<file path="src/rtl/spi_cmd_pkg.sv">
package spi_cmd_pkg;
  localparam int          REG_OFFS = 8;
  localparam logic [2:0]  OFF_CTRL = 3'd0;
  localparam logic [2:0]  OFF_OPC  = 3'd1;
  localparam logic [2:0]  OFF_RX0  = 3'd5;

  typedef enum logic [1:0] {ST_IDLE, ST_SHIFT, ST_TAIL, ST_GAP} eng_state_t;

  // bytes on the wire for a write-length code
  function automatic logic [2:0] wlen_bytes(input logic [1:0] code);
    case (code)
      2'd0:    wlen_bytes = 3'd1;
      2'd1:    wlen_bytes = 3'd2;
      2'd2:    wlen_bytes = 3'd4;
      default: wlen_bytes = 3'd5;
    endcase
  endfunction

  // register offset feeding wire byte idx (address kept reversed in registers)
  function automatic logic [2:0] wslot(input logic [1:0] code, input logic [2:0] idx);
    case (idx)
      3'd0:    wslot = OFF_OPC;
      3'd1:    wslot = (code == 2'd1) ? 3'd7 : 3'd4;
      3'd2:    wslot = 3'd3;
      3'd3:    wslot = 3'd2;
      3'd4:    wslot = 3'd7;
      default: wslot = 3'd0;
    endcase
  endfunction
endpackage

</file>
<file path="src/rtl/spi_cmd_clkdiv.sv">
module spi_cmd_clkdiv #(
  parameter int SLOW_DIV = 4,
  parameter int FAST_DIV = 2,
  parameter int DIV_W    = 3
) (
  input  logic clk,
  input  logic rst_n,
  input  logic run,
  input  logic fast,
  output logic tick
);
  localparam logic [DIV_W-1:0] SLOW_LIM = DIV_W'(SLOW_DIV - 1);
  localparam logic [DIV_W-1:0] FAST_LIM = DIV_W'(FAST_DIV - 1);
  localparam logic [DIV_W-1:0] ONE      = DIV_W'(1);

  logic [DIV_W-1:0] cnt_q, cnt_d, lim;

  assign lim  = fast ? FAST_LIM : SLOW_LIM;
  assign tick = run && (cnt_q == lim);

  always_comb begin
    if (!run)      cnt_d = '0;
    else if (tick) cnt_d = '0;
    else           cnt_d = cnt_q + ONE;
  end

  always_ff @(posedge clk or negedge rst_n) begin
    if (!rst_n) cnt_q <= '0;
    else        cnt_q <= cnt_d;
  end
endmodule

</file>
<file path="src/rtl/spi_cmd_regbank.sv">
module spi_cmd_regbank
  import spi_cmd_pkg::*;
(
  input  logic       clk,
  input  logic       rst_n,
  input  logic       wr_en,
  input  logic [2:0] addr,
  input  logic [7:0] wdata,
  input  logic       cap_en,
  input  logic [2:0] cap_off,
  input  logic [7:0] cap_data,
  input  logic       busy,
  output logic [7:0] bank [REG_OFFS],
  output logic [7:0] rd_data
);
  assign bank[0] = 8'h00;

  for (genvar g = 1; g < REG_OFFS; g++) begin : g_slot
    logic [7:0] val_q, val_d;
    logic       cap_hit, host_hit;

    assign cap_hit  = cap_en && (cap_off == 3'(g));
    assign host_hit = wr_en && (addr == 3'(g));

    always_comb begin
      val_d = val_q;
      if (cap_hit)       val_d = cap_data;
      else if (host_hit) val_d = wdata;
    end

    always_ff @(posedge clk or negedge rst_n) begin
      if (!rst_n) val_q <= 8'h00;
      else        val_q <= val_d;
    end

    assign bank[g] = val_q;
  end

  assign rd_data = (addr == OFF_CTRL) ? {busy, 7'b0} : bank[addr];
endmodule

</file>
<file path="src/rtl/spi_cmd_shifter.sv">
module spi_cmd_shifter
  import spi_cmd_pkg::*;
(
  input  logic       clk,
  input  logic       rst_n,
  input  logic       start,
  input  logic       start_fast,
  input  logic [1:0] start_wcode,
  input  logic [1:0] start_rcnt,
  input  logic       tick,
  input  logic       miso,
  input  logic [7:0] bank [REG_OFFS],
  output logic       busy,
  output logic       fast,
  output logic       sclk,
  output logic       mosi,
  output logic       cs_n,
  output logic       cap_en,
  output logic [2:0] cap_off,
  output logic [7:0] cap_data
);
  eng_state_t state_q, state_d;
  logic [1:0] code_q, code_d;
  logic [1:0] nr_q, nr_d;
  logic       fast_q, fast_d;
  logic [2:0] byte_q, byte_d;
  logic [2:0] bit_q, bit_d;
  logic [7:0] shreg_q, shreg_d;
  logic       rxbit_q, rxbit_d;
  logic       sclk_q, sclk_d;
  logic       cs_n_q, cs_n_d;
  logic       gap_q, gap_d;

  logic [2:0] nw;
  logic [3:0] tot, nxt;
  logic [7:0] done_byte;

  assign nw        = wlen_bytes(code_q);
  assign tot       = {1'b0, nw} + {2'b00, nr_q};
  assign nxt       = {1'b0, byte_q} + 4'd1;
  assign done_byte = {shreg_q[6:0], rxbit_q};

  always_comb begin
    state_d  = state_q;
    code_d   = code_q;
    nr_d     = nr_q;
    fast_d   = fast_q;
    byte_d   = byte_q;
    bit_d    = bit_q;
    shreg_d  = shreg_q;
    rxbit_d  = rxbit_q;
    sclk_d   = sclk_q;
    cs_n_d   = cs_n_q;
    gap_d    = gap_q;
    cap_en   = 1'b0;
    cap_off  = 3'd0;
    cap_data = 8'h00;
    case (state_q)
      ST_IDLE: begin
        if (start) begin
          state_d = ST_SHIFT;
          code_d  = start_wcode;
          nr_d    = start_rcnt;
          fast_d  = start_fast;
          byte_d  = 3'd0;
          bit_d   = 3'd0;
          shreg_d = bank[OFF_OPC];
          sclk_d  = 1'b0;
          cs_n_d  = 1'b0;
          gap_d   = 1'b0;
        end
      end
      ST_SHIFT: begin
        if (tick) begin
          if (!sclk_q) begin
            sclk_d  = 1'b1;
            rxbit_d = miso;
          end else begin
            sclk_d = 1'b0;
            if (bit_q == 3'd7) begin
              if ({1'b0, byte_q} >= {1'b0, nw}) begin
                cap_en   = 1'b1;
                cap_off  = OFF_RX0 + (byte_q - nw);
                cap_data = done_byte;
              end
              if (nxt < tot) begin
                byte_d  = nxt[2:0];
                bit_d   = 3'd0;
                shreg_d = (nxt < {1'b0, nw}) ? bank[wslot(code_q, nxt[2:0])] : 8'h00;
              end else begin
                state_d = ST_TAIL;
                shreg_d = 8'h00;
              end
            end else begin
              shreg_d = done_byte;
              bit_d   = bit_q + 3'd1;
            end
          end
        end
      end
      ST_TAIL: begin
        if (tick) begin
          cs_n_d  = 1'b1;
          gap_d   = 1'b0;
          state_d = ST_GAP;
        end
      end
      default: begin
        if (tick) begin
          if (gap_q) state_d = ST_IDLE;
          else       gap_d   = 1'b1;
        end
      end
    endcase
  end

  always_ff @(posedge clk or negedge rst_n) begin
    if (!rst_n) begin
      state_q <= ST_IDLE;
      code_q  <= 2'd0;
      nr_q    <= 2'd0;
      fast_q  <= 1'b0;
      byte_q  <= 3'd0;
      bit_q   <= 3'd0;
      shreg_q <= 8'h00;
      rxbit_q <= 1'b0;
      sclk_q  <= 1'b0;
      cs_n_q  <= 1'b1;
      gap_q   <= 1'b0;
    end else begin
      state_q <= state_d;
      code_q  <= code_d;
      nr_q    <= nr_d;
      fast_q  <= fast_d;
      byte_q  <= byte_d;
      bit_q   <= bit_d;
      shreg_q <= shreg_d;
      rxbit_q <= rxbit_d;
      sclk_q  <= sclk_d;
      cs_n_q  <= cs_n_d;
      gap_q   <= gap_d;
    end
  end

  assign busy = (state_q != ST_IDLE);
  assign fast = fast_q;
  assign sclk = sclk_q;
  assign mosi = shreg_q[7];
  assign cs_n = cs_n_q;
endmodule

</file>
<file path="src/rtl/spi_cmd_engine.sv">
module spi_cmd_engine
  import spi_cmd_pkg::*;
#(
  parameter int SLOW_DIV = 4,
  parameter int FAST_DIV = 2
) (
  input  logic       clk,
  input  logic       rst_n,
  input  logic       reg_wr,
  input  logic [2:0] reg_addr,
  input  logic [7:0] reg_wdata,
  output logic [7:0] reg_rdata,
  output logic       spi_sclk,
  output logic       spi_cs_n,
  output logic       spi_mosi,
  input  logic       spi_miso
);
  localparam int DIV_W = $clog2(SLOW_DIV) + 1;

  logic [1:0] rsync_q;
  logic       rst_int_n;
  logic       eng_busy, eng_fast, tick, start;
  logic       cap_en;
  logic [2:0] cap_off;
  logic [7:0] cap_data;
  logic [7:0] bank [REG_OFFS];

  always_ff @(posedge clk or negedge rst_n) begin
    if (!rst_n) rsync_q <= 2'b00;
    else        rsync_q <= {rsync_q[0], 1'b1};
  end
  assign rst_int_n = rsync_q[1];

  // start codes 0x4 / 0x5 only, and only while idle
  assign start = reg_wr && (reg_addr == OFF_CTRL) && !eng_busy && (reg_wdata[7:5] == 3'b010);

  spi_cmd_clkdiv #(.SLOW_DIV(SLOW_DIV), .FAST_DIV(FAST_DIV), .DIV_W(DIV_W)) u_div (
    .clk (clk), .rst_n (rst_int_n), .run (eng_busy), .fast (eng_fast), .tick (tick)
  );

  spi_cmd_regbank u_bank (
    .clk (clk), .rst_n (rst_int_n), .wr_en (reg_wr), .addr (reg_addr), .wdata (reg_wdata),
    .cap_en (cap_en), .cap_off (cap_off), .cap_data (cap_data), .busy (eng_busy),
    .bank (bank), .rd_data (reg_rdata)
  );

  spi_cmd_shifter u_shf (
    .clk (clk), .rst_n (rst_int_n), .start (start), .start_fast (reg_wdata[4]),
    .start_wcode (reg_wdata[1:0]), .start_rcnt (reg_wdata[3:2]), .tick (tick),
    .miso (spi_miso), .bank (bank), .busy (eng_busy), .fast (eng_fast),
    .sclk (spi_sclk), .mosi (spi_mosi), .cs_n (spi_cs_n),
    .cap_en (cap_en), .cap_off (cap_off), .cap_data (cap_data)
  );
endmodule

</file>
<file path="config.mk">
export PLATFORM = sky130hd
export DESIGN_NAME = spi_cmd_engine
export DESIGN_NICKNAME = d
export VERILOG_FILES = /design/src/rtl/spi_cmd_pkg.sv /design/src/rtl/spi_cmd_clkdiv.sv /design/src/rtl/spi_cmd_regbank.sv /design/src/rtl/spi_cmd_shifter.sv /design/src/rtl/spi_cmd_engine.sv
export SDC_FILE = /design/constraint.sdc
export NUM_CORES = 1
export LEC_CHECK = 0
export CAP_MARGIN = 20
export CORE_ASPECT_RATIO = 1.25
export CORE_MARGIN = 3
export CORE_UTILIZATION = 50
export DETAILED_ROUTE_END_ITERATION = 7
export GPL_ROUTABILITY_DRIVEN = 0
export PLACE_DENSITY = 0.8
export SLEW_MARGIN = 20
export SYNTH_ARGS = -nofsm -noshare
export SYNTH_HDL_FRONTEND = slang
export SYNTH_SLANG_ARGS = --single-unit
</file>
<file path="constraint.sdc">
create_clock -name clk -period 3.9 [get_ports clk]
set_clock_uncertainty 0.15 [all_clocks]
set_input_delay 0.78 -clock clk [delete_from_list [all_inputs] [get_ports clk]]
set_output_delay 0.78 -clock clk [all_outputs]
set_load 0.05 [all_outputs]
</file>
After elaboration in Yosys (flattened, before gate mapping)
Cells that the tools add are included.

Output and inout bits: 11. Memories: 0. Bits in writable memories: 0. Bits in latches: 0. Logic and storage cells: 194. Flip-flop bits (word level): 86. Input port bits: 15. Memory bits (read-only): 0.

Bitwise logic cells: 4. Multiplexer cells: 82. Magnitude comparators: 5. Div/mod/pow operators: 0. Shifts and indexed selects: 0. Multiply operators: 0. Add/sub/neg operators: 6. Eq/ne operators: 33. Reductions and logical operators: 44.

Operators with widths (number): $mux 8 (30); $mux 3 (21); $bmux 8 s3 (2); $eq 3x3->1 const B (10); $reduce_bool 2->1 (11); $eq 3x2->1 const B (7); $mux 2 (10); $logic_and 1x1->1 (18); $pmux 8 s2 (1); $pmux 3 s5 (1); $pmux 3 s2 (2); $mux 1 (10); $eq 3x1->1 const B (3); $pmux 3 s3 (1); $reduce_and 3->1 (3); $ge 4x4->1 const B (2); $ne 2x2->1 const B (4); $not 3->4 (2); $reduce_and 4->1 (2); $reduce_and 8->1 (1); $add 3x1->3 const B (2); $logic_not 3->1 (2); $ne 2x1->1 const B (3); $pmux 2 s3 (1); other kinds (20) (25).

Logic depth before layout (Yosys ltp)
Gate-level depths: netlist of run 1.

Depth after elaboration: 19. Gate-level depth with buffers: 13. Gate-level depth less buffers: 12.

Hierarchy
Synthesis of run 1 repeated with hierarchy kept, for this count alone.

Cell total of the unflattened synthesis: 619. Area, all modules: 6044.5 um^2.

By module, submodules not included: spi_cmd_regbank (cells an instance 310, times used 1, area an instance 3280.6 um^2, sequential area each 1401.3 um^2); spi_cmd_shifter (cells an instance 289, times used 1, area an instance 2537.4 um^2, sequential area each 626.9 um^2); spi_cmd_clkdiv (cells an instance 14, times used 1, area an instance 150.1 um^2, sequential area each 75.1 um^2); spi_cmd_engine (cells an instance 6, times used 1, area an instance 76.3 um^2, sequential area each 50.0 um^2).

Least setup slack after synthesis of run 1
Ideal clock, no wire load.

Path kind: input-to-output. Start point: input reg_addr[0]. End point: output reg_rdata[7]. Setup slack: 9 ps. Data required time: 2970 ps. Path buffers: 3. Cell stages on the path: 5. Data arrival time: 2961 ps. Path through: clkbuf_1 -> buf_1 -> clkbuf_1 -> o21ai_0 -> o21ai_0.

Cells in the longest elaborated chain, start to end: 5. Elaborated cells between the ends (all ways): 6. Those cells by class: 4 x mux; 1 x bitwise; 1 x reduce/logical.

Ends and longest elaborated chain: start, declared (line spi_cmd_engine.sv:10) `input logic [2:0] reg_addr,`; $not 3->4 (not written as such) (line spi_cmd_regbank.sv:39) `assign rd_data = (addr == OFF_CTRL) ? {busy, 7'b0} : bank[addr];`; $bmux 8 s3 (line spi_cmd_regbank.sv:39); $mux 8 (not written as such) (2 in a row) (line spi_cmd_regbank.sv:39); $mux 8 (*) (line spi_cmd_regbank.sv:39); end, declared (line spi_cmd_engine.sv:12) `output logic [7:0] reg_rdata,`.

Mark *: on every way between the ends. The rest lies on a longest branch, timed or not. The select of a mux whose other input is x is not followed.

Final worst setup path of run 1
Start point: register u_shf.code_q[1]. End point: register u_shf.shreg_q[7].

Cells in the longest elaborated chain, start to end: 18. Elaborated cells between the ends (all ways): 24. Those cells by class: 1 x add/sub; 2 x order compare; 2 x eq/ne; 17 x mux; 1 x bitwise; 1 x reduce/logical.

Ends and longest elaborated chain: start, declared (line spi_cmd_shifter.sv:23) `logic [1:0] code_q, code_d;`; start signal, assigned (line spi_cmd_shifter.sv:132) `code_q <= code_d;`; $eq 2x1->1 (line spi_cmd_pkg.sv:11, spi_cmd_pkg.sv:23); $mux 2 (line spi_cmd_pkg.sv:23) `3'd1: wslot = (code == 2'd1) ? 3'd7 : 3'd4;`; $pmux 3 s5 (line spi_cmd_pkg.sv:21) `case (idx)`; $mux 3 (line spi_cmd_shifter.sv:86) `if (nxt < tot) begin`; $mux 3 (line spi_cmd_shifter.sv:80) `if (bit_q == 3'd7) begin`; $mux 3 (line spi_cmd_shifter.sv:75) `if (!sclk_q) begin`; $mux 3 (line spi_cmd_shifter.sv:74) `if (tick) begin`; $mux 3 (line spi_cmd_shifter.sv:58) `case (state_q)`; $not 3->4 (not written as such) (line spi_cmd_shifter.sv:89) `shreg_d = (nxt < {1'b0, nw}) ? bank[wslot(code_q, nxt[2:0])] : 8'h00;`; $bmux 8 s3 (line spi_cmd_shifter.sv:89); $mux 8 (not written as such) (2 in a row) (line spi_cmd_shifter.sv:89); $mux 8 (line spi_cmd_shifter.sv:89); $mux 8 (*) (line spi_cmd_shifter.sv:86); $mux 8 (*) (line spi_cmd_shifter.sv:80); $mux 8 (*) (line spi_cmd_shifter.sv:75); $mux 8 (*) (line spi_cmd_shifter.sv:74); $pmux 8 s2 (*) (line spi_cmd_shifter.sv:58); end signal, assigned (line spi_cmd_shifter.sv:137) `shreg_q <= shreg_d;`; end, declared (line spi_cmd_shifter.sv:28) `logic [7:0] shreg_q, shreg_d;`.

Marked as above. A chain may end at the register's enable or synchronous reset.

==> metrics, run 1 <==
outcome complete, no violations; cells after synthesis approximately 560; CTS max path bufs 2; DP HPWL between 10,000 and 15,000 um; mapped cell area 0.00586 mm^2; Placed Cells ~720; fin util between 50% and 60%; drt wl/cell 21.1 um; Synth Area in Compound Gates roughly a tenth; worst r2r src u_shf.code_q[1]$_DFFE_PN0P_; Internal 1.82 mW; Clk pwr share around 33%; P_sw between 0.7 and 0.8 mW; P&R area growth vs syn 15.3%; post-route cell area around 0.0068 mm^2; fraction of the mapped netlist area in simple logic gates between 10% and 20%; Hold-fix buffers, CTS 0; I/O Pins 26; most common cell in the synthesized netlist mux2i_1; YS warnings 0; setup repair bufs after CTS 0; initial antenna violation count 0; Req. time, crit path 4030 ps; via/cell ratio between 6 and 7; CP startpoint u_shf.code_q[1]$_DFFE_PN0P_; final period utilization a little over nine tenths; TritonCTS buffer count 9; Area contributors post-synth dfrtp_1 36%, mux2i_1 15%, mux2_2 6.1%; sequential power share between 40 and 50%; Power Dens Cells 376 mW/mm^2; Max-Cap Viols 0; number of clock sinks 86; ys async rst share 100%; Starting Density 51.9%; mux cell area share after synthesis 28.7%; vias in the first global route ~4.8k; Yosys reg bits 86; post-synth top area share 36.3%; vias about 4.7k; first-pass GRT wire length ~25,000 um; Final Hold Viols 0; syn_nets 607; unrepaired setup endpoints after global routing no; ANT cells 0; max frequency 269 MHz; Final setup viols 0; largest net degree at the start of global routing 85; Pre-antenna DRT Iters 5; Crit Path Class reg2reg; reg2reg end u_shf.shreg_q[7]$_DFFE_PN0P_; Distinct cells, synth between 50 and 60; GRT Overall Usage roughly a quarter; Avg Cell Area, Syn approximately 10 um^2; CTS tree built; Final Non-Filler Cells roughly 740; core area roughly 0.011 mm^2; CP Max Fanout 8; Slew HR between 40% and 50%; EDFF count, synth 0; antenna viol nets, final 0; cell leakage power around 3.0 nW; placed cell areas between 0.006 and 0.007 mm^2; setup TNS 0 ps; post-layout min period approximately 3700 ps; Top FF cell, synth dfrtp_1; H-tree Lvls 3; clk_lat worst skew 350 ps; Chip Height 127 um; Hold Crit Class reg2async; Root Buffer clkbuf_16; Worst Path Arrival between 3000 and 4000 ps; die width ~100 um; crit start category flop; R2R depth 12; CP endpoint u_shf.shreg_q[7]$_DFFE_PN0P_; XOR/XNOR Fraction of Synth Area between 1 and 1.5%; r2r setup slk about 180 ps; DRC Markers 0; largest family of logic cells by synthesized area multiplexers; Synth area leader dfrtp_1; post-synthesis adder-cell area fraction ~6.3%; row cnt 43; share of cells above drive strength 1 around a fifth; fillers ~900; top cells by count, synth 90 x mux2i_1, 85 x dfrtp_1, 52 x nand2_1; Buffers on Ports 25; DIE AREA between 0.01 and 0.015 mm^2; drt total wl 15,600 um; logic gate share of total power about 22%; total grt overflow 0; Final #Nets ~640; switching part of the total 28.4%; Least-Margin Pin Slew between 800 and 900 ps; max-slew violations 0; sequential share of the synthesized area 36.7%; CP endpoint kind flop; maximum resistive drop on vdd about 240 uV; DRT iter0 DRCs 536; CTS clk-pin slew, worst paths approximately 60 ps
==> flip-flops by register name (all words and copies together) (netlist names), 3 cells and up <==
| signal | flops |
|---|---|
| u_shf.shreg_q | 8 |
| u_shf.bit_q | 3 |
| u_bank.g_slot.val_q | 56 |
| u_div.cnt_q | 3 |
| u_shf.byte_q | 3 |
==> placed cells by master, fill, tap and decap left out, types with 3 or more instances in the layout <==
master	instances
nand4b_1	4
nand3_1	21
o211ai_1	9
nand2_1	52
buf_4	29
dfrtp_1	84
inv_1	28
nand2b_1	3
mux2i_1	90
xor2_1	4
nor2_1	24
buf_12	7
ha_1	28
mux4_2	8
a221oi_1	7
nor2b_1	8
and3b_1	3
o21ai_0	34
a21oi_1	30
clkbuf_16	9
xnor2_1	3
nor3_1	3
clkbuf_1	3
mux2_2	32
clkdlybuf4s50_1	17
mux2_4	16
==> cells by family (layout without fill, tap and decap cells) <==
kind of cell / count (synthesis) / after routing
mux: 146 / 146
simple gates: 141 / 141
compound gates: 94 / 94
flops: 86 / 86
buf+inv: 58 / 98
fa+ha+maj: 29 / 29
xor+xnor: 8 / 8
other cells: 1 / 1
==> through the flow <==
step           power (mW)  worst slack, ps  hold slack, ps
5_1_grt              2.64             14.6             126
3_3_place_gp         1.67              264             189
6_report             2.54              180            93.5
3_5_place_dp         1.70              167             188
2_1_floorplan        1.51             8.87             181
4_1_cts              2.53              130             201
==> repair_timing <==
| action | CTS | global route |
|---|---|---|
| resized for setup | 0 | 1 |
| setup endpoints to repair | 0 | 8 |
| hold endpoints to repair | 0 | 0 |
==> power by group through the flow <==
stage / logic, mW / registers [mW] / clock network (mW)
floorplan: 0.389 / 1.12 / 0
global placement: 0.517 / 1.15 / 0
detailed placement: 0.536 / 1.16 / 0
CTS: 0.539 / 1.14 / 0.849
global route: 0.601 / 1.15 / 0.887
finish: 0.555 / 1.14 / 0.847
==> final cells by class <==
class                   instances  area, um^2  share of cell area [%]
inverters                      28         105                    1.56
multi-input cells             419        3480                    51.6
well taps                     135         169                    2.50
flip-flops and latches         86        2160                    31.9
clock inverters                 4        47.5                   0.704
repair buffers                 54         556                    8.22
clock buffers                  12         236                    3.50
==> worst min path at each step <==
stage,cells after the start,startpoint,endpoint
after floorplan,0,rsync_q[0]$_DFF_PN0_,rsync_q[1]$_DFF_PN0_
after CTS,0,rsync_q[0]$_DFF_PN0_,rsync_q[1]$_DFF_PN0_
final,0,rsync_q[1]$_DFF_PN0_,u_shf.shreg_q[7]$_DFFE_PN0P_
after global routing,0,rsync_q[1]$_DFF_PN0_,u_shf.shreg_q[7]$_DFFE_PN0P_
after detailed placement,0,rsync_q[0]$_DFF_PN0_,rsync_q[1]$_DFF_PN0_
after global placement,0,rsync_q[0]$_DFF_PN0_,rsync_q[1]$_DFF_PN0_
==> critical path, stage by stage (launching register included) <==
cell and delay (ps):
dfrtp_1 410, ha_1 350, ha_1 250, fa_1 410, xor2_1 170, ha_1 220, or3_1 350, o22a_1 250
or3_4 420, nor4_2 230, buf_4 230, o211ai_1 100, nand3_1 100
==> per-layer routing <==
layer / vias to the layer above / part of all wire (%) / routed length [um] / GRT usage [%]
li1: 2101 / - / - / -
met1: 2330 / 40 / 6180 / 32.3
met2: 213 / 50 / 7760 / 39.6
met3: 58 / 6.6 / 1030 / 4.15
met4: 0 / 4.0 / 626 / 11.6
met5: - / 0 / 0 / 0
No activity file was read; power rests on OpenSTA's default activity.
==> run 2: changes to the inputs <==
--- a/config.mk
+++ b/config.mk
@@ -7,8 +7,9 @@
 export LEC_CHECK = 0
 export CAP_MARGIN = 20
 export CORE_ASPECT_RATIO = 1.25
-export CORE_MARGIN = 3
+export CORE_MARGIN = 2
 export CORE_UTILIZATION = 50
+export CTS_CLUSTER_SIZE = 10
 export DETAILED_ROUTE_END_ITERATION = 7
 export GPL_ROUTABILITY_DRIVEN = 0
 export PLACE_DENSITY = 0.8
==> run 2 against run 1 <==
Effect of this change:
- clock power rose by 31%
- critical path depth rose by 1
- routed wire length rose by 1.6%
- combinational power barely moved
- sequential power barely moved
- die area fell by 3.5%
- register-to-register slack got worse by 40 ps
- maximum frequency fell by 0.97%
- cell count did not move
- sequential cell count did not move
- non-clock buffer count fell by 3
- sequential share of layout area fell by 0.41 points
- critical path type unchanged
- largest power group unchanged
- highest routed layer unchanged
==> metrics, run 2 (same netlist as run 1, synthesis figures left out) <==
outcome complete, no violations; TritonCTS buffer count 9 (unchanged); Final #Nets 639 (-0.47%); CTS max path bufs 2 (unchanged); final period utilization 96.3% (+0.93 points); commonest non-fill, non-tap cell in the layout mux2i_1; Final Hold Viols 0 (unchanged); Pre-antenna DRT Iters 5 (unchanged); Hold Crit Class reg2reg; largest net degree at the start of global routing 58 (-32%); DRT iter0 DRCs 537 (+0.19%); most frequent CP cell ha_1; top flop regs u_bank.g_slot.val_q x56, u_shf.shreg_q x8; DRC Markers 0 (unchanged); Crit Path Class reg2reg; DIE AREA 0.0126 mm^2 (-3.5%); initial antenna violation count 0 (unchanged); cell leakage power 3.07 nW (+1.4%); Critical path buffers and inverters 2 (+1); vias 4,727 (+0.53%); Top Family by Delay on Critical Path adder cells; Power Dens Cells 410 mW/mm^2 (+9.1%); post-layout min period 3760 ps (+36.3 ps); CP Max Fanout 8 (unchanged); clk_lat worst skew 350 ps (about the same); crit start category flop; I/O Pins 26 (unchanged); most frequent cells in the layout 90 x mux2i_1, 84 x dfrtp_1, 52 x nand2_1; drt wl/cell 21.5 um (+1.6%); Req. time, crit path 4020 ps (about the same); via/cell ratio 6.41 (+0.53%); setup TNS 0 ps (unchanged); Starting Density 50.9% (-0.94 points); max frequency 266 MHz (-0.97%); Buffers on Ports 25 (unchanged); total grt overflow 0 (unchanged); Root Buffer clkbuf_16; P&R area growth vs syn 16.8%; share of cells above drive strength 1 20.5% (+0.27 points); Place WS 84.4 ps (-82.1 ps); Cell Chain, Critical Path inv_1 > ha_1 > ha_1 > fa_1 > xor2_1 > ha_1 > or3_1 > o22a_2 > or3_4 > nor4_2 > buf_4 > o211ai_1 > nand3_1; die width 101 um (-1.9%); PnR worst setup slack 144 ps (-36.3 ps); Chip Height 125 um (-1.6%); unrepaired setup endpoints after global routing no; maximum resistive drop on vdd 330 uV (+40%); max FFs per register 56 (unchanged); Slew HR 41.9% (+0.87 points); vias in the first global route 5,079 (+6.4%); Max-Cap Viols 0 (unchanged); fillers 921 (+2.4%); DP HPWL 10,600 um (+1.7%); Least-Margin Pin Slew 871 ps (-8.38 ps); H-tree Lvls 3 (unchanged); Final setup viols 0 (unchanged); CTS tree built; first-pass GRT wire length 25,700 um (+4.0%); Biggest register u_bank.g_slot.val_q; number of clock sinks 86 (unchanged); CTS clk-pin slew, worst paths 60 ps (about the same); CP endpoint kind flop; drt total wl 15,900 um (+1.6%); Slowest cell on crit path fa_1; Worst Path Arrival 3880 ps (+30 ps); core area 0.0115 mm^2 (+1.8%); ANT cells 0 (unchanged); antenna viol nets, final 0 (unchanged); max-slew violations 0 (unchanged); GRT Overall Usage 26.6% (+1.9 points); row cnt 44 (+2.3%); worst stage delay on the critical path 400 ps (-20 ps)
[run 2: cell count changes in the layout (fill, tap and decap cells not counted), moves of 2 or more]
| cell | delta |
|---|---|
| bufinv_16 | +4 |
| buf_12 | +2 |
| clkbuf_1 | -3 |
| buf_4 | -4 |
[run 2: repair_timing]
action | 4_1_cts | 5_1_grt
buffers inserted | 0 | 1
endpoints found under the hold margin | 0 | 0
hold buffers | 0 | 0
endpoints found under the setup margin | 0 | 8
gates resized for setup | 0 | 2
[run 2: path summary, 6_finish.rpt]
| check | startpoint | to | slack, ps | cells after the start |
|---|---|---|---|---|
| worst max-delay path | u_shf.code_q[0]$_DFFE_PN0P_ | u_shf.shreg_q[3]$_DFFE_PN0P_ | 140 | 13 |
| worst min-delay path | rsync_q[0]$_DFF_PN0_ | rsync_q[1]$_DFF_PN0_ | 210 | 0 |
| worst max register to register | u_shf.code_q[0]$_DFFE_PN0P_ | u_shf.shreg_q[3]$_DFFE_PN0P_ | 140 | 13 |
| worst min register to register | rsync_q[0]$_DFF_PN0_ | rsync_q[1]$_DFF_PN0_ | 210 | 0 |
| max in group asynchronous | rsync_q[1]$_DFF_PN0_ | u_bank.g_slot[1].val_q[2]$_DFFE_PN0P_ | 2480 | 1 |
| min in group asynchronous | rsync_q[1]$_DFF_PN0_ | u_bank.g_slot[3].val_q[4]$_DFFE_PN0P_ | 250 | 0 |
[run 2: metal layers]
metal	GRT usage, %	wire length, um	share of wire [%]
met5	0	0	0
met4	17.5	993	6.3
met3	4.42	1130	7.1
met2	44.4	7960	50
met1	30.9	5770	36
[run 2: area by class of cell]
| class | count | area [um^2] | area share [%] |
|---|---|---|---|
| flip-flops and latches | 86 | 2160 | 31.5 |
| inverters | 28 | 105 | 1.54 |
| repair buffers | 51 | 538 | 7.86 |
| well taps | 138 | 173 | 2.52 |
| clock buffers | 9 | 225 | 3.29 |
| clock inverters | 7 | 160 | 2.34 |
| multi-input cells | 419 | 3490 | 50.9 |
[run 2: metrics by stage]
step	hold WS, ps	instance area, um^2	utilization (%)	power [mW]	std cells
finish	205	6840	59.5	2.81	738
global route	223	6840	59.5	2.93	738
CTS	209	6830	59.4	2.81	737
detailed placement	189	6440	56.0	1.71	721
global placement	188	6440	56.0	1.67	721
floorplan	181	5860	-	1.51	563
[run 2: worst register-to-register path: stages, from the launching register on]
cell,delay [ps]
dfrtp_1,380
inv_1,60
ha_1,310
ha_1,240
fa_1,400
xor2_1,180
ha_1,230
or3_1,360
o22a_2,270
or3_4,410
nor4_2,240
buf_4,230
o211ai_1,110
nand3_1,130
[run 2: power by group]
part	leakage (nW)	total [mW]	switching, mW	internal (mW)
clock	0.189	1.11	0.354	0.753
combinational	1.86	0.555	0.257	0.298
sequential	1.01	1.15	0.120	1.03
total	3.07	2.81	0.731	2.08
==> run 3: changes to the inputs <==
--- a/config.mk
+++ b/config.mk
@@ -8,11 +8,11 @@
 export CAP_MARGIN = 20
 export CORE_ASPECT_RATIO = 1.25
 export CORE_MARGIN = 2
-export CORE_UTILIZATION = 50
-export CTS_CLUSTER_SIZE = 10
+export CORE_UTILIZATION = 37
 export DETAILED_ROUTE_END_ITERATION = 7
 export GPL_ROUTABILITY_DRIVEN = 0
-export PLACE_DENSITY = 0.8
+export PLACE_DENSITY = 0.65
+export SETUP_SLACK_MARGIN = 0.05
 export SLEW_MARGIN = 20
 export SYNTH_ARGS = -nofsm -noshare
 export SYNTH_HDL_FRONTEND = slang
==> run 3 against run 2 <==
Effect of this change:
- count of clock-buffer cells in the layout grew 2
- first-iteration DRC count shrank 29%
- critical path depth is the same
- total power shrank 8.2%
- cell area is the same
- die area grew 34%
- sequential cell count is the same
- routed wire length grew 1.2%
- sequential power is essentially flat
- critical path type unchanged
- cell count grew 9.9%
- register-to-register slack gained 130 ps
- setup slack gained 130 ps
==> metrics, run 3 (same netlist as run 1, synthesis figures left out) <==
post-route cell area 0.00684 mm^2 (unchanged); Final setup viols 0 (unchanged); I/O Pins 26 (unchanged); max-slew violations 0 (unchanged); antenna viol nets, final 0 (unchanged); cell leakage power 3.01 nW (-1.9%); via/cell ratio 5.58 (-13%); placed cell areas 0.00653 mm^2 (+1.2%); CP startpoint u_shf.code_q[0]$_DFFE_PN0P_; Max-Cap Viols 0 (unchanged); maximum resistive drop on vdd 214 uV (-35%); worst r2r src u_shf.code_q[0]$_DFFE_PN0P_; Power Dens Cells 376 mW/mm^2 (-8.2%); Worst Path Arrival 3760 ps (-120 ps); logic gate share of total power 21.2% (+1.4 points); top flop regs u_bank.g_slot.val_q x56, u_shf.shreg_q x8; largest net degree at the start of global routing 68 (+17%); die width 117 um (+16%); Biggest register u_bank.g_slot.val_q; H-tree Lvls 3 (unchanged); Crit Path Class reg2reg; P_sw 0.740 mW (+1.2%); CP Max Fanout 8 (unchanged); total grt overflow 0 (unchanged); Hold Startpoint rsync_q[0]$_DFF_PN0_; Hold Slack 205 ps (-0.486 ps); switching part of the total 28.7% (+2.7 points); P&R area growth vs syn 16.8% (unchanged); Final #Nets 638 (-0.16%); Chip Height 145 um (+16%); unrepaired setup endpoints after global routing no; Req. time, crit path 4030 ps (about the same); Starting Density 37.6% (-13 points); fillers 1,488 (+62%); number of clock sinks 86 (unchanged); TritonCTS buffer count 9 (unchanged); first-pass GRT wire length 25,500 um (-0.54%); max FFs per register 56 (unchanged); ANT cells 0 (unchanged); DRT iter0 DRCs 379 (-29%); DRC Markers 0 (unchanged); share of cells above drive strength 1 20.2% (-0.30 points); vias in the first global route 4,736 (-6.8%); DIE AREA 0.0169 mm^2 (+34%); Final Hold Viols 0 (unchanged); Internal 1.84 mW (-12%); row cnt 51 (+16%); initial antenna violation count 0 (unchanged); post-layout min period 3630 ps (-131 ps); Pre-antenna DRT Iters 4 (-1); outcome complete, no violations; vias 4,522 (-4.3%); total power 2.58 mW (-8.2%); CTS tree built; crit start category flop; drt wl/cell 19.8 um (-8.0%); DP HPWL 10,900 um (+2.9%); final period utilization 93.0% (-3.3 points); Slew HR 39.9% (-2.0 points); core area 0.0156 mm^2 (+35%); Clk pwr share 34.4% (-5.0 points); Least-Margin Pin Slew 902 ps (+30.7 ps); drt total wl 16,000 um (+1.2%); Hold Crit Class reg2reg; most frequent cells in the layout 90 x mux2i_1, 84 x dfrtp_1, 52 x nand2_1; Hold-fix buffers, CTS 0 (unchanged); fin util 44.0% (-16 points); CP endpoint kind flop; Root Buffer clkbuf_16; CTS max path bufs 2 (unchanged); commonest non-fill, non-tap cell in the layout mux2i_1; GRT Overall Usage 20.1% (-6.4 points); max frequency 276 MHz (+3.6%); Buffers on Ports 25 (unchanged); sequential power share 44.4% (+3.6 points); CTS clk-pin slew, worst paths 70 ps (about the same); clk_lat worst skew 350 ps (about the same); setup TNS 0 ps (unchanged)
run 3: cell count changes in the layout (fill, tap and decap cells not counted), sizes merged:
cell,change
buf,-1
clkbuf,+2
bufinv,-4
clkinvlp,+2
run 3: worst max-delay path, cell delays in order (launching register included):
cell,delay [ps]
dfrtp_1,370
inv_1,100
ha_4,220
ha_1,230
fa_1,410
xor2_1,180
ha_1,220
or3_1,340
o22a_1,260
or3_4,420
nor4_2,230
buf_4,220
o211ai_1,100
nand3_1,100
run 3: power by group through the flow:
stage               Clock (mW)  Sequential, mW  Combinational (mW)
floorplan                    0            1.12               0.389
global placement             0            1.15               0.532
detailed placement           0            1.16               0.547
CTS                      0.900            1.14               0.550
global route             0.937            1.16               0.596
finish                   0.886            1.14               0.546
run 3: per-stage QoR:
stage / std cells / worst slack (ps)
floorplan: 563 / 182
global placement: 795 / 270
detailed placement: 795 / 159
CTS: 811 / 144
global route: 811 / 87.1
finish: 811 / 274
run 3: final timing paths:
| path | depth (start not counted) | slack [ps] | to |
|---|---|---|---|
| hold reg to reg | 0 | 200 | rsync_q[1]$_DFF_PN0_ |
| setup / recovery | 13 | 270 | u_shf.shreg_q[6]$_DFFE_PN0P_ |
| setup reg to reg | 13 | 270 | u_shf.shreg_q[6]$_DFFE_PN0P_ |
| min in group asynchronous | 0 | 320 | u_bank.g_slot[4].val_q[5]$_DFFE_PN0P_ |
| max in group asynchronous | 1 | 2460 | u_bank.g_slot[5].val_q[1]$_DFFE_PN0P_ |
| hold / removal | 0 | 200 | rsync_q[1]$_DFF_PN0_ |
run 3: area by class of cell:
cell class | instances | area [um^2] | share of cell area, %
clock inverters | 5 | 58.8 | 0.859
repair buffers | 50 | 518 | 7.57
flip-flops and latches | 86 | 2160 | 31.5
inverters | 28 | 105 | 1.54
clock buffers | 11 | 243 | 3.55
multi-input cells | 419 | 3500 | 51.1
well taps | 212 | 265 | 3.88
run 3: repair_timing:
action | 4_1_cts | 5_1_grt
hold endpoints to repair | 0 | 0
resized for setup | 0 | 2
setup endpoints to repair | 0 | 8
setup buffers | 0 | 0
run 3: routing by layer:
layer	vias up	track usage [%]	wire, um
met5	-	0	0
met4	0	9.16	582
met3	40	2.96	1130
met2	142	33.3	7790
met1	2248	26.0	6530
li1	2092	-	-
